<file path="src/rtl/fgsp_pkg.sv">
package fgsp_pkg;
  localparam int REG_AW = 8;
  localparam logic [REG_AW-1:0] OFS_ENABLE = 8'h80;
  localparam logic [REG_AW-1:0] OFS_XFER   = 8'h81;
  localparam logic [REG_AW-1:0] OFS_DATA   = 8'h82;
  localparam logic [REG_AW-1:0] OFS_CMD    = 8'h83;

  typedef struct packed {
    logic set_hit;
    logic clr_hit;
  } grant_evt_t;
endpackage

</file>
<file path="src/rtl/fgsp_grant.sv">
module fgsp_grant #(
  parameter int ADDR_W = 32,
  parameter int TAG_W = 2,
  parameter logic [TAG_W-1:0] RAM_TAG = 2'b01
) (
  input  logic              clk,
  input  logic              rst_n,
  input  logic [ADDR_W-1:0] f_addr,
  input  logic              f_instr,
  input  logic              f_valid,
  input  logic [ADDR_W-1:0] cmd_addr,
  output logic              grant_q
);
  import fgsp_pkg::*;

  logic       fetch_ok;
  grant_evt_t evt;
  logic       grant_d;
  logic       grant_en;

  always_comb begin
    fetch_ok    = f_instr & f_valid;
    evt.set_hit = fetch_ok & (f_addr == cmd_addr);
    evt.clr_hit = fetch_ok & (f_addr[ADDR_W-1 -: TAG_W] == RAM_TAG);
    grant_en    = evt.set_hit | evt.clr_hit;
    // Clearing wins when both hits occur together.
    grant_d     = evt.clr_hit ? 1'b0 : 1'b1;
  end

  always_ff @(posedge clk or negedge rst_n) begin
    if (!rst_n) begin
      grant_q <= 1'b0;
    end else if (grant_en) begin
      grant_q <= grant_d;
    end
  end
endmodule

</file>
<file path="src/rtl/fgsp_regs.sv">
module fgsp_regs #(
  parameter int ADDR_W = 32,
  parameter int DATA_W = 32,
  parameter int SPI_W = 8
) (
  input  logic                       clk,
  input  logic                       rst_n,
  input  logic                       grant,
  input  logic                       cs,
  input  logic                       we,
  input  logic [fgsp_pkg::REG_AW-1:0] addr,
  input  logic [DATA_W-1:0]          wdata,
  output logic [DATA_W-1:0]          rdata,
  output logic [ADDR_W-1:0]          cmd_q,
  input  logic                       en_q,
  input  logic                       ready,
  input  logic [SPI_W-1:0]           data_q,
  output logic                       en_we,
  output logic                       en_wbit,
  output logic                       data_we,
  output logic [SPI_W-1:0]           data_w,
  output logic                       start
);
  import fgsp_pkg::*;

  logic              wr;
  logic              cmd_we;
  logic [ADDR_W-1:0] cmd_d;

  always_comb begin
    wr      = cs & we;
    cmd_we  = wr & (addr == OFS_CMD);
    cmd_d   = wdata[ADDR_W-1:0];
    en_we   = wr & grant & (addr == OFS_ENABLE);
    en_wbit = wdata[0];
    data_we = wr & grant & (addr == OFS_DATA);
    data_w  = wdata[SPI_W-1:0];
    start   = wr & grant & (addr == OFS_XFER) & wdata[0];
  end

  always_ff @(posedge clk or negedge rst_n) begin
    if (!rst_n) begin
      cmd_q <= '0;
    end else if (cmd_we) begin
      cmd_q <= cmd_d;
    end
  end

  always_comb begin
    rdata = '0;
    if (cs && !we) begin
      unique case (addr)
        OFS_ENABLE: if (grant) rdata = DATA_W'(en_q);
        OFS_XFER:   if (grant) rdata = DATA_W'(ready);
        OFS_DATA:   if (grant) rdata = DATA_W'(data_q);
        OFS_CMD:    rdata = DATA_W'(cmd_q);
        default:    rdata = '0;
      endcase
    end
  end
endmodule

</file>
<file path="src/rtl/fgsp_stub_master.sv">
module fgsp_stub_master #(
  parameter int SPI_W = 8
) (
  input  logic             clk,
  input  logic             rst_n,
  input  logic             en_we,
  input  logic             en_wbit,
  input  logic             data_we,
  input  logic [SPI_W-1:0] data_w,
  input  logic             start,
  output logic             en_q,
  output logic             ready,
  output logic [SPI_W-1:0] data_q
);
  logic             xfer_go;
  logic             data_en;
  logic [SPI_W-1:0] data_d;

  always_comb begin
    ready   = 1'b1;
    xfer_go = start & en_q & ready;
    data_en = data_we | xfer_go;
    data_d  = xfer_go ? ~data_q : data_w;
  end

  always_ff @(posedge clk or negedge rst_n) begin
    if (!rst_n) begin
      en_q <= 1'b0;
    end else if (en_we) begin
      en_q <= en_wbit;
    end
  end

  always_ff @(posedge clk or negedge rst_n) begin
    if (!rst_n) begin
      data_q <= '0;
    end else if (data_en) begin
      data_q <= data_d;
    end
  end
endmodule

</file>
<file path="src/rtl/fetch_gated_spi_port.sv">
module fetch_gated_spi_port #(
  parameter int ADDR_W = 32,
  parameter int DATA_W = 32,
  parameter int SPI_W = 8,
  parameter int TAG_W = 2,
  parameter logic [TAG_W-1:0] RAM_TAG = 2'b01
) (
  input  logic                        clk,
  input  logic                        rst_n,
  input  logic [ADDR_W-1:0]           fetch_addr,
  input  logic                        fetch_instr,
  input  logic                        fetch_valid,
  input  logic                        reg_cs,
  input  logic                        reg_we,
  input  logic [fgsp_pkg::REG_AW-1:0] reg_addr,
  input  logic [DATA_W-1:0]           reg_wdata,
  output logic [DATA_W-1:0]           reg_rdata
);
  localparam int SYNC_STAGES = 2;

  logic [SYNC_STAGES-1:0] rst_pipe;
  logic                   rst_sync_n;
  logic                   grant_q;
  logic [ADDR_W-1:0]      cmd_addr_q;
  logic                   en_q;
  logic                   ready;
  logic [SPI_W-1:0]       spi_data_q;
  logic                   en_we;
  logic                   en_wbit;
  logic                   data_we;
  logic [SPI_W-1:0]       data_w;
  logic                   start;

  always_ff @(posedge clk or negedge rst_n) begin
    if (!rst_n) begin
      rst_pipe <= '0;
    end else begin
      rst_pipe <= {rst_pipe[SYNC_STAGES-2:0], 1'b1};
    end
  end
  assign rst_sync_n = rst_pipe[SYNC_STAGES-1];

  fgsp_grant #(.ADDR_W(ADDR_W), .TAG_W(TAG_W), .RAM_TAG(RAM_TAG)) u_grant (
    .clk(clk), .rst_n(rst_sync_n), .f_addr(fetch_addr), .f_instr(fetch_instr),
    .f_valid(fetch_valid), .cmd_addr(cmd_addr_q), .grant_q(grant_q)
  );

  fgsp_regs #(.ADDR_W(ADDR_W), .DATA_W(DATA_W), .SPI_W(SPI_W)) u_regs (
    .clk(clk), .rst_n(rst_sync_n), .grant(grant_q), .cs(reg_cs), .we(reg_we),
    .addr(reg_addr), .wdata(reg_wdata), .rdata(reg_rdata), .cmd_q(cmd_addr_q),
    .en_q(en_q), .ready(ready), .data_q(spi_data_q), .en_we(en_we),
    .en_wbit(en_wbit), .data_we(data_we), .data_w(data_w), .start(start)
  );

  fgsp_stub_master #(.SPI_W(SPI_W)) u_stub (
    .clk(clk), .rst_n(rst_sync_n), .en_we(en_we), .en_wbit(en_wbit),
    .data_we(data_we), .data_w(data_w), .start(start), .en_q(en_q),
    .ready(ready), .data_q(spi_data_q)
  );
endmodule

</file>
<file path="config.mk">
export PLATFORM = sky130hd
export DESIGN_NAME = fetch_gated_spi_port
export DESIGN_NICKNAME = d
export VERILOG_FILES = /design/src/rtl/fgsp_pkg.sv /design/src/rtl/fgsp_grant.sv /design/src/rtl/fgsp_regs.sv /design/src/rtl/fgsp_stub_master.sv /design/src/rtl/fetch_gated_spi_port.sv
export SDC_FILE = /design/constraint.sdc
export NUM_CORES = 1
export LEC_CHECK = 0
export ABC_AREA = 1
export BUFFER_PORTS_ARGS = -buffer_cell sky130_fd_sc_hd__buf_2
export CORE_ASPECT_RATIO = 0.9
export CORE_UTILIZATION = 50
export DETAILED_ROUTE_END_ITERATION = 8
export HOLD_SLACK_MARGIN = 0.1
export MAX_ROUTING_LAYER = met4
export PLACE_DENSITY = 0.81
export SLEW_MARGIN = 20
export SYNTH_ARGS = -nofsm -noshare
export SYNTH_HDL_FRONTEND = slang
export SYNTH_SLANG_ARGS = --single-unit
</file>
<file path="constraint.sdc">
create_clock -name clk -period 2.1 [get_ports clk]
set_clock_uncertainty 0.15 [all_clocks]
set_input_delay 0.21 -clock clk [delete_from_list [all_inputs] [get_ports clk]]
set_output_delay 0.21 -clock clk [all_outputs]
set_load 0.01 [all_outputs]
</file>
* After elaboration in Yosys (flattened, before gate mapping)
Cells that the tools add are included.
** Cells by class
- Bitwise gates (word level) :: 14
- Equality and inequality tests :: 6
- Multiplexer cells :: 7
- Reductions and logical operators :: 2
** Operators by type and width (count)
- $pmux W32 S4 :: 1
- $eq A32 B32 Y1 :: 1
- $eq A8 B8 Y1 const B :: 4
- $mux W32 :: 1
- $mux W8 :: 2
- $and A1 B1 Y1 :: 11
- $not A8 Y8 :: 1
- $mux W1 :: 3
- $eq A2 B1 Y1 const B :: 1
- $or A1 B1 Y1 :: 2
- $logic_and A1 B1 Y1 :: 1
- $logic_not A1 Y1 :: 1
** Storage, ports and cells
- Register bits :: 44
- Logic and storage cells :: 34

* Depth between registers and ports, before layout
Gate-level depths: netlist of the first run.
- Depth after elaboration :: 6
- Depth in mapped cells :: 10
- Depth with buffers taken out :: 10

* Cells and area by module
From an unflattened synthesis of the first run, not the netlist that was laid out.
** Unflattened totals
- Cells, all modules :: 475
- Area total of the unflattened synthesis :: 3125.5 um2
** By module, submodules not included
- fgsp_regs :: area an instance 1976.9 um2, cells an instance 269, times used 1
- fgsp_grant :: area an instance 591.8 um2, cells an instance 129, times used 1
- fgsp_stub_master :: area an instance 503.0 um2, cells an instance 74, times used 1
- fetch_gated_spi_port :: area an instance 53.8 um2, cells an instance 3, times used 1

* Worst setup path before layout of the first run
Ideal clock, no wire load.
- Path kind :: input -> output
- From :: in reg_cs
- To :: out reg_rdata[31]
- Required time :: 1.740 ns
- Path buffers :: 1
- Setup slack :: 0.569 ns
- Arrival :: 1.171 ns
- Stages on the path :: 5
- Path through :: inv_1 nor2_1 inv_1 buf_2 nor4_1
** Between the ends
- Cells in the longest elaborated chain, start to end :: 2
** RTL lines
- start: declaration :: RTL line fetch_gated_spi_port.sv:13 : input logic reg_cs,
- $logic_and A1 B1 Y1 :: RTL line fgsp_regs.sv:51 : if (cs && !we) begin
- $mux W32 :: RTL line fgsp_regs.sv:51
- end: declaration :: RTL line fetch_gated_spi_port.sv:17 : output logic [DATA_W-1:0] reg_rdata
Every way passes these cells.

* Worst setup path after layout of the first run
- From :: in reg_addr[2] (netlist bit)
- To :: out reg_rdata[9]
** Between the ends
- Cells in the longest elaborated chain, start to end :: 3
** RTL lines
- start: declaration :: RTL line fetch_gated_spi_port.sv:15 : input logic [fgsp_pkg::REG_AW-1:0] reg_addr,
- $eq A8 B8 Y1 :: RTL line fgsp_regs.sv:52 : unique case (addr)
- $pmux W32 S4 (*) :: RTL line fgsp_regs.sv:52
- $mux W32 (*) :: RTL line fgsp_regs.sv:51
Every way passes the cells marked *; elsewhere a longest branch is shown, timed or not.

==> flow_summary.json, run 1 <==
{
  "status": "finished clean",
  "dp.final_hpwl_um": 5540,
  "synthFlopType": "dfrtp_1",
  "nets": 616,
  "finalCritPeriodShare_pct": 83.2,
  "fin_cells": 609,
  "postSynthAreaPerCell_um2": 7.51,
  "cp_num_buf_inv": 5,
  "crit_start": "reg_addr[2]",
  "maxCapViolCount": 0,
  "fp-row-count": 26,
  "antenna_found_initial": 0,
  "wl_per_cell_um": 12.8,
  "syn_nets": 470,
  "crit_required_ns": 1.74,
  "clock-sinks": 44,
  "crit_chain": "buf_2 > inv_2 > nand2_2 > inv_2 > nand2_2 > nor3_4 > inv_2 > nor3_1 > buf_2",
  "grt_pass1_vias": 2809,
  "arrival_ns": 1.39,
  "cp_max_fo": 23,
  "finalSetupViolCount": 0,
  "crit_top_cell": "inv_2",
  "p_per_area_nw_per_um2": 432,
  "first_pass_iters": 4,
  "hp-class": "reg -> async",
  "io_pins": 110,
  "crit_path_start_kind": "input port",
  "die_area_um2": 6200,
  "crit_slowest_cell": "inv_2",
  "final_area_um2": 3980,
  "ys_seq_area_share_pct": 37.4,
  "num_vias": 3036,
  "synth_edf_count": 0,
  "gp_congestion": 0.903,
  "core_um2": 5690,
  "yosys_warnings": 0,
  "slew_viol_final": 0,
  "min_period_ns": 1.75,
  "ys_async_sr_fraction_pct": 100,
  "viasPerCell": 4.99,
  "hold_violations": 0,
  "placed_cells": 566,
  "overflow": 0,
  "rsz0062_at_grt": "false",
  "drive_gt1_share_pct": 33.4,
  "drc": 0,
  "tns_ns": 0,
  "placed_area_um2": 3540,
  "port_buffers": 109,
  "cts_tree": "yes",
  "synth_top_area_share_pct": 37.4,
  "reg2reg_from": "u_grant.grant_q$_DFFE_PN0P_",
  "max-clock-path-buffers": 2,
  "ys_seq_elements": 44,
  "path_clk_slew_ns": 0.09,
  "ant_nets": 0,
  "grt_usage_pct": 25.8,
  "grt_max_degree": 31,
  "ys_top_cells_by_count": "nand2_1, inv_1, dfrtp_1",
  "irDropWorstVdd_uv": 352,
  "die_h_um": 74.8,
  "maxClockFrequency_mhz": 572,
  "slew_headroom_pct": 61.7,
  "power.leakage_nw": 2.24,
  "start_util_pct": 51.7,
  "syn_area_um2": 2940,
  "synth_top_cell_by_area": "dfrtp_1",
  "cts-root-buf": "clkbuf_8",
  "diodes": 0,
  "synth_cell_type_count": 35,
  "die_x_um": 82.9,
  "cts_buffers": 5,
  "grt_pass1_wl_um": 12200,
  "area_delta_synth_final_pct": 35.2,
  "clkLatencyLatePin_ns": 0.29,
  "critical-path-max-stage-delay_ns": 0.25,
  "cts-htree-levels": 2,
  "tightestPinTransition_ns": 0.574,
  "synth_area_leaders": "dfrtp_1, nand2_1, inv_1",
  "synthCells": 392,
  "cpLargestDelayFamily": "buffers and inverters",
  "end_kind": "primary output",
  "synth_most_common_cell": "nand2_1",
  "wl_um": 7770,
  "drt_iter0_markers": 148,
  "path_class": "in -> out"
}
-- per-stage QoR --
stage / setup slack [ns] / total power [mW] / util, % / hold WS, ns
floorplan: 0.569 / 1.01 / - / -0.236
global placement: 0.372 / 1.12 / 62.2 / -0.154
detailed placement: 0.352 / 1.13 / 62.2 / -0.152
CTS: 0.329 / 1.72 / 69.9 / 0.134
global route: 0.225 / 1.79 / 69.9 / 0.176
finish: 0.353 / 1.72 / 69.9 / 0.112
-- path summary, 6_finish.rpt --
kind / slack (ns) / cells after the start / end
worst max-delay path: 0.35 / 9 / reg_rdata[9]
worst min-delay path: 0.11 / 0 / u_regs.cmd_q[0]$_DFFE_PN0P_
worst max register to register: 0.46 / 7 / u_stub.data_q[0]$_DFFE_PN0P_
worst min register to register: 0.11 / 0 / u_regs.cmd_q[0]$_DFFE_PN0P_
max in group asynchronous: 1.03 / 1 / u_regs.cmd_q[25]$_DFFE_PN0P_
min in group clk: 0.13 / 4 / u_grant.grant_q$_DFFE_PN0P_
-- logic make-up after synthesis --
logic type	Yosys count	share of synthesized area [%]
AO/OA/AOI/OAI	48	8.97
XOR/XNOR	8	2.38
buffers and inverters	80	11.8
flip-flops	44	37.4
multiplexers	8	4.08
other	1	0.127
AND/OR/NAND/NOR	203	35.3
-- sequential cells by signal (all words and copies together) (netlist names) --
register,count
u_stub.en_q,1
u_grant.grant_q,1
rst_pipe,2
u_regs.cmd_q,32
u_stub.data_q,8
-- cell usage in the layout, fill, tap and decap left out, types with 5 or more instances in the layout --
| cell type | Yosys | routed |
|---|---|---|
| a21oi_2 | 5 | 5 |
| xnor2_1 | 6 | 6 |
| clkbuf_8 | 0 | 6 |
| nor2_1 | 41 | 41 |
| nor3_2 | 17 | 17 |
| mux2_4 | 8 | 8 |
| buf_4 | 1 | 6 |
| nor2_2 | 5 | 5 |
| a21oi_1 | 29 | 29 |
| buf_2 | 4 | 109 |
| nand4_1 | 5 | 5 |
| dlygate4sd3_1 | 0 | 35 |
| inv_2 | 7 | 7 |
| dfrtp_1 | 44 | 43 |
| o21ai_1 | 9 | 9 |
| nand2_1 | 97 | 97 |
| inv_1 | 62 | 62 |
| nand3_1 | 15 | 14 |
| nor3_1 | 5 | 5 |
-- worst register-to-register path, cell delays in order (launching register included) --
cell	delay (ns)
dfrtp_1	0.37
inv_2	0.08
nor2_2	0.16
and3_1	0.30
nand2_4	0.19
nand2_4	0.14
nand2_2	0.06
a21oi_2	0.11
-- what timing repair did --
item	in CTS	in global routing
hold endpoints to repair	40	0
gates resized for setup	0	0
hold buffers	35	0
buffers inserted	0	0
-- metal layers --
layer,track usage (%),wire [µm]
met4,10.7,276
met5,-,0
met1,29.9,3170
met3,4.50,341
met2,45.4,3980
-- final cells by class --
cell class	count	area (µm²)
fill	453	1710
multi-input combinational	268	1500
sequential	44	1100
timing repair buffer	150	941
inverter	69	259
clock buffer	8	90.1
tap	70	87.6
-- report_power, final --
group | internal, mW | total [mW] | leakage [nW] | switching, mW
Sequential | 0.868 | 0.891 | 0.486 | 0.0235
Combinational | 0.144 | 0.276 | 1.71 | 0.132
Clock | 0.269 | 0.552 | 0.0455 | 0.283
Total | 1.28 | 1.72 | 2.24 | 0.438
(Power assumes the default switching activity.)
==> run 2, diff against run 1 <==
- CORE_UTILIZATION: 50 -> 45
- PLACE_DENSITY: 0.81 -> 0.77
- clock period: 2.1 -> 1.5 ns (I/O delays scaled with it)
==> run 2 against run 1 <==
Compared with the run above:
- the run now ends with negative setup slack left
- core utilization rose by 4.5 points
- setup slack got worse by 0.54 ns
- critical path depth fell by 3
- clock power rose by 42%
- combinational power rose by 73%
- routed wire length rose by 20%
- largest cell class unchanged
- largest power group unchanged
- critical path type is now reg -> out
- clock-buffer cell count did not move
- sequential share of layout area fell by 3.9 points
- die area rose by 11%
- highest routed layer unchanged
- hold slack improved by 0.00051 ns
==> flow_summary.json, run 2 (synthesized netlist as in run 1, its figures left out) <==
{
  "status": "finished, violations left",
  "violations": "negative setup slack",
  "core_um2": 6220,
  "port_buffers": 109,
  "fin_cells": 655,
  "hold_violations": 0,
  "dp.final_hpwl_um": 6090,
  "power_frac_comb_pct": 19.1,
  "fp-row-count": 27,
  "clkLatencyLatePin_ns": 0.29,
  "gp_congestion": 0.843,
  "cp_max_fo": 8,
  "grt_max_degree": 26,
  "p_per_area_nw_per_um2": 540,
  "drive_gt1_share_pct": 40.5,
  "placed_cells": 597,
  "end_kind": "primary output",
  "irDropWorstVdd_uv": 469,
  "max_flop_register": "u_regs.cmd_q",
  "cts_tree": "yes",
  "path_clk_slew_ns": 0.08,
  "final_area_um2": 4630,
  "maxClockFrequency_mhz": 592,
  "crit_path_start_kind": "register",
  "io_pins": 110,
  "nets": 645,
  "drt_iter0_markers": 215,
  "finalSetupViolCount": 26,
  "path_class": "reg -> out",
  "clock-sinks": 44,
  "diodes": 0,
  "maxCapViolCount": 0,
  "power.switching_mw": 0.666,
  "grt_pass1_vias": 3305,
  "wl_per_cell_um": 14.3,
  "p_clk_share_pct": 31.4,
  "worst_slack_ns": -0.190,
  "placed_area_um2": 3720,
  "ant_nets": 0,
  "power.leakage_nw": 2.46,
  "cts-root-buf": "clkbuf_8",
  "max-clock-path-buffers": 2,
  "finalCritPeriodShare_pct": 113,
  "multi_input_area_um2": 1750,
  "die_h_um": 78.7,
  "cts-htree-levels": 2,
  "drc": 0,
  "wl_um": 9350,
  "start_util_pct": 47.4,
  "top_regs": "u_regs.cmd_q (32), u_stub.data_q (8), rst_pipe (2)",
  "reg2regPathDepth": 9,
  "die_x_um": 87.3,
  "slew_viol_final": 0,
  "num_vias": 3236,
  "first_pass_iters": 4,
  "ff_latch_area_um2": 1100,
  "antenna_found_initial": 0,
  "overflow": 0,
  "intPower_mw": 1.83,
  "arrival_ns": 1.39,
  "met1_length_um": 3860,
  "min_period_ns": 1.69,
  "wl_met2_um": 4980,
  "switching_share_pct": 26.6,
  "hp-class": "reg -> async",
  "hold_ws_ns": 0.112,
  "die_area_um2": 6870,
  "final_common_cell": "buf_2",
  "top_layer": "met4",
  "finish.utilization_pct": 74.5,
  "final_cell_mix": "buf_2, nand2_1, inv_1, dfrtp_1, dlygate4sd3_1",
  "cts_buffers": 5,
  "rsz0062_at_grt": "true",
  "largest_register_ffs": 32,
  "area_delta_synth_final_pct": 57.2,
  "power_mw": 2.50,
  "fillers": 467,
  "grt_pass1_wl_um": 14600,
  "crit_required_ns": 1.20,
  "viasPerCell": 4.94,
  "grt_usage_pct": 28.2,
  "p_seq_share_pct": 49.4,
  "dr_wl_met3_um": 423
}
## run 2: cell types whose count changed in the layout (fill, tap and decap cells not counted), sizes merged
cell	change
nand2	+1
clkbuf	+1
dlygate4sd3	+2
buf	+25
## run 2: per-layer routing
layer	GRT usage [%]	up-vias
li1	-	1572
met1	32.4	1535
met2	51.9	121
met3	4.37	8
met4	5.74	0
met5	-	-
## run 2: what timing repair did
action                                  CTS  global route
gates cloned                              2             2
pin swaps                                10            15
buffers inserted                         12             3
hold endpoints to repair                 61             0
hold buffers                             37             0
endpoints found under the setup margin   30            41
resized for setup                        37            38
## run 2: power groups by stage
stage          registers (mW)  clock network [mW]  logic [mW]
2_1_floorplan            1.27                   0       0.151
3_3_place_gp             1.26                   0       0.338
3_5_place_dp             1.26                   0       0.346
4_1_cts                  1.23               0.799       0.449
5_1_grt                  1.24               0.847       0.523
6_report                 1.24               0.786       0.478
## run 2: metrics by stage
step	worst slack (ns)	TNS [ns]
floorplan	0.0348	0
CTS	-0.151	-2.70
detailed placement	-0.0668	-1.15
global route	-0.273	-4.47
global placement	-0.108	-1.78
finish	-0.190	-1.96
## run 2: worst paths after layout
check                                       startpoint                            to  slack [ns]
max                        u_grant.grant_q$_DFFE_PN0P_                  reg_rdata[3]       -0.19
min in group clk                           fetch_valid   u_grant.grant_q$_DFFE_PN0P_        0.13
min                              rst_pipe[1]$_DFF_PN0_  u_stub.data_q[2]$_DFFE_PN0P_        0.11
min reg2reg                      rst_pipe[1]$_DFF_PN0_  u_stub.data_q[2]$_DFFE_PN0P_        0.11
max in group asynchronous        rst_pipe[1]$_DFF_PN0_  u_regs.cmd_q[17]$_DFFE_PN0P_        0.37
max reg2reg                u_grant.grant_q$_DFFE_PN0P_  u_stub.data_q[7]$_DFFE_PN0P_       -0.08
## run 2: area by class of cell
cell class                      instances  area share, %
Clock buffer                            8           1.95
Inverter                               69           5.81
Timing Repair Buffer                  178           28.3
Sequential cell                        44           23.8
Tap cell                               87           2.35
Multi-Input combinational cell        269           37.8
## run 2: worst max-delay path, cell delays in order (launching register included)
cell and delay (ns):
dfrtp_1 0.36, inv_2 0.05, buf_6 0.12, nor2_8 0.17
nand2_1 0.09, a21oi_2 0.14, buf_2 0.16
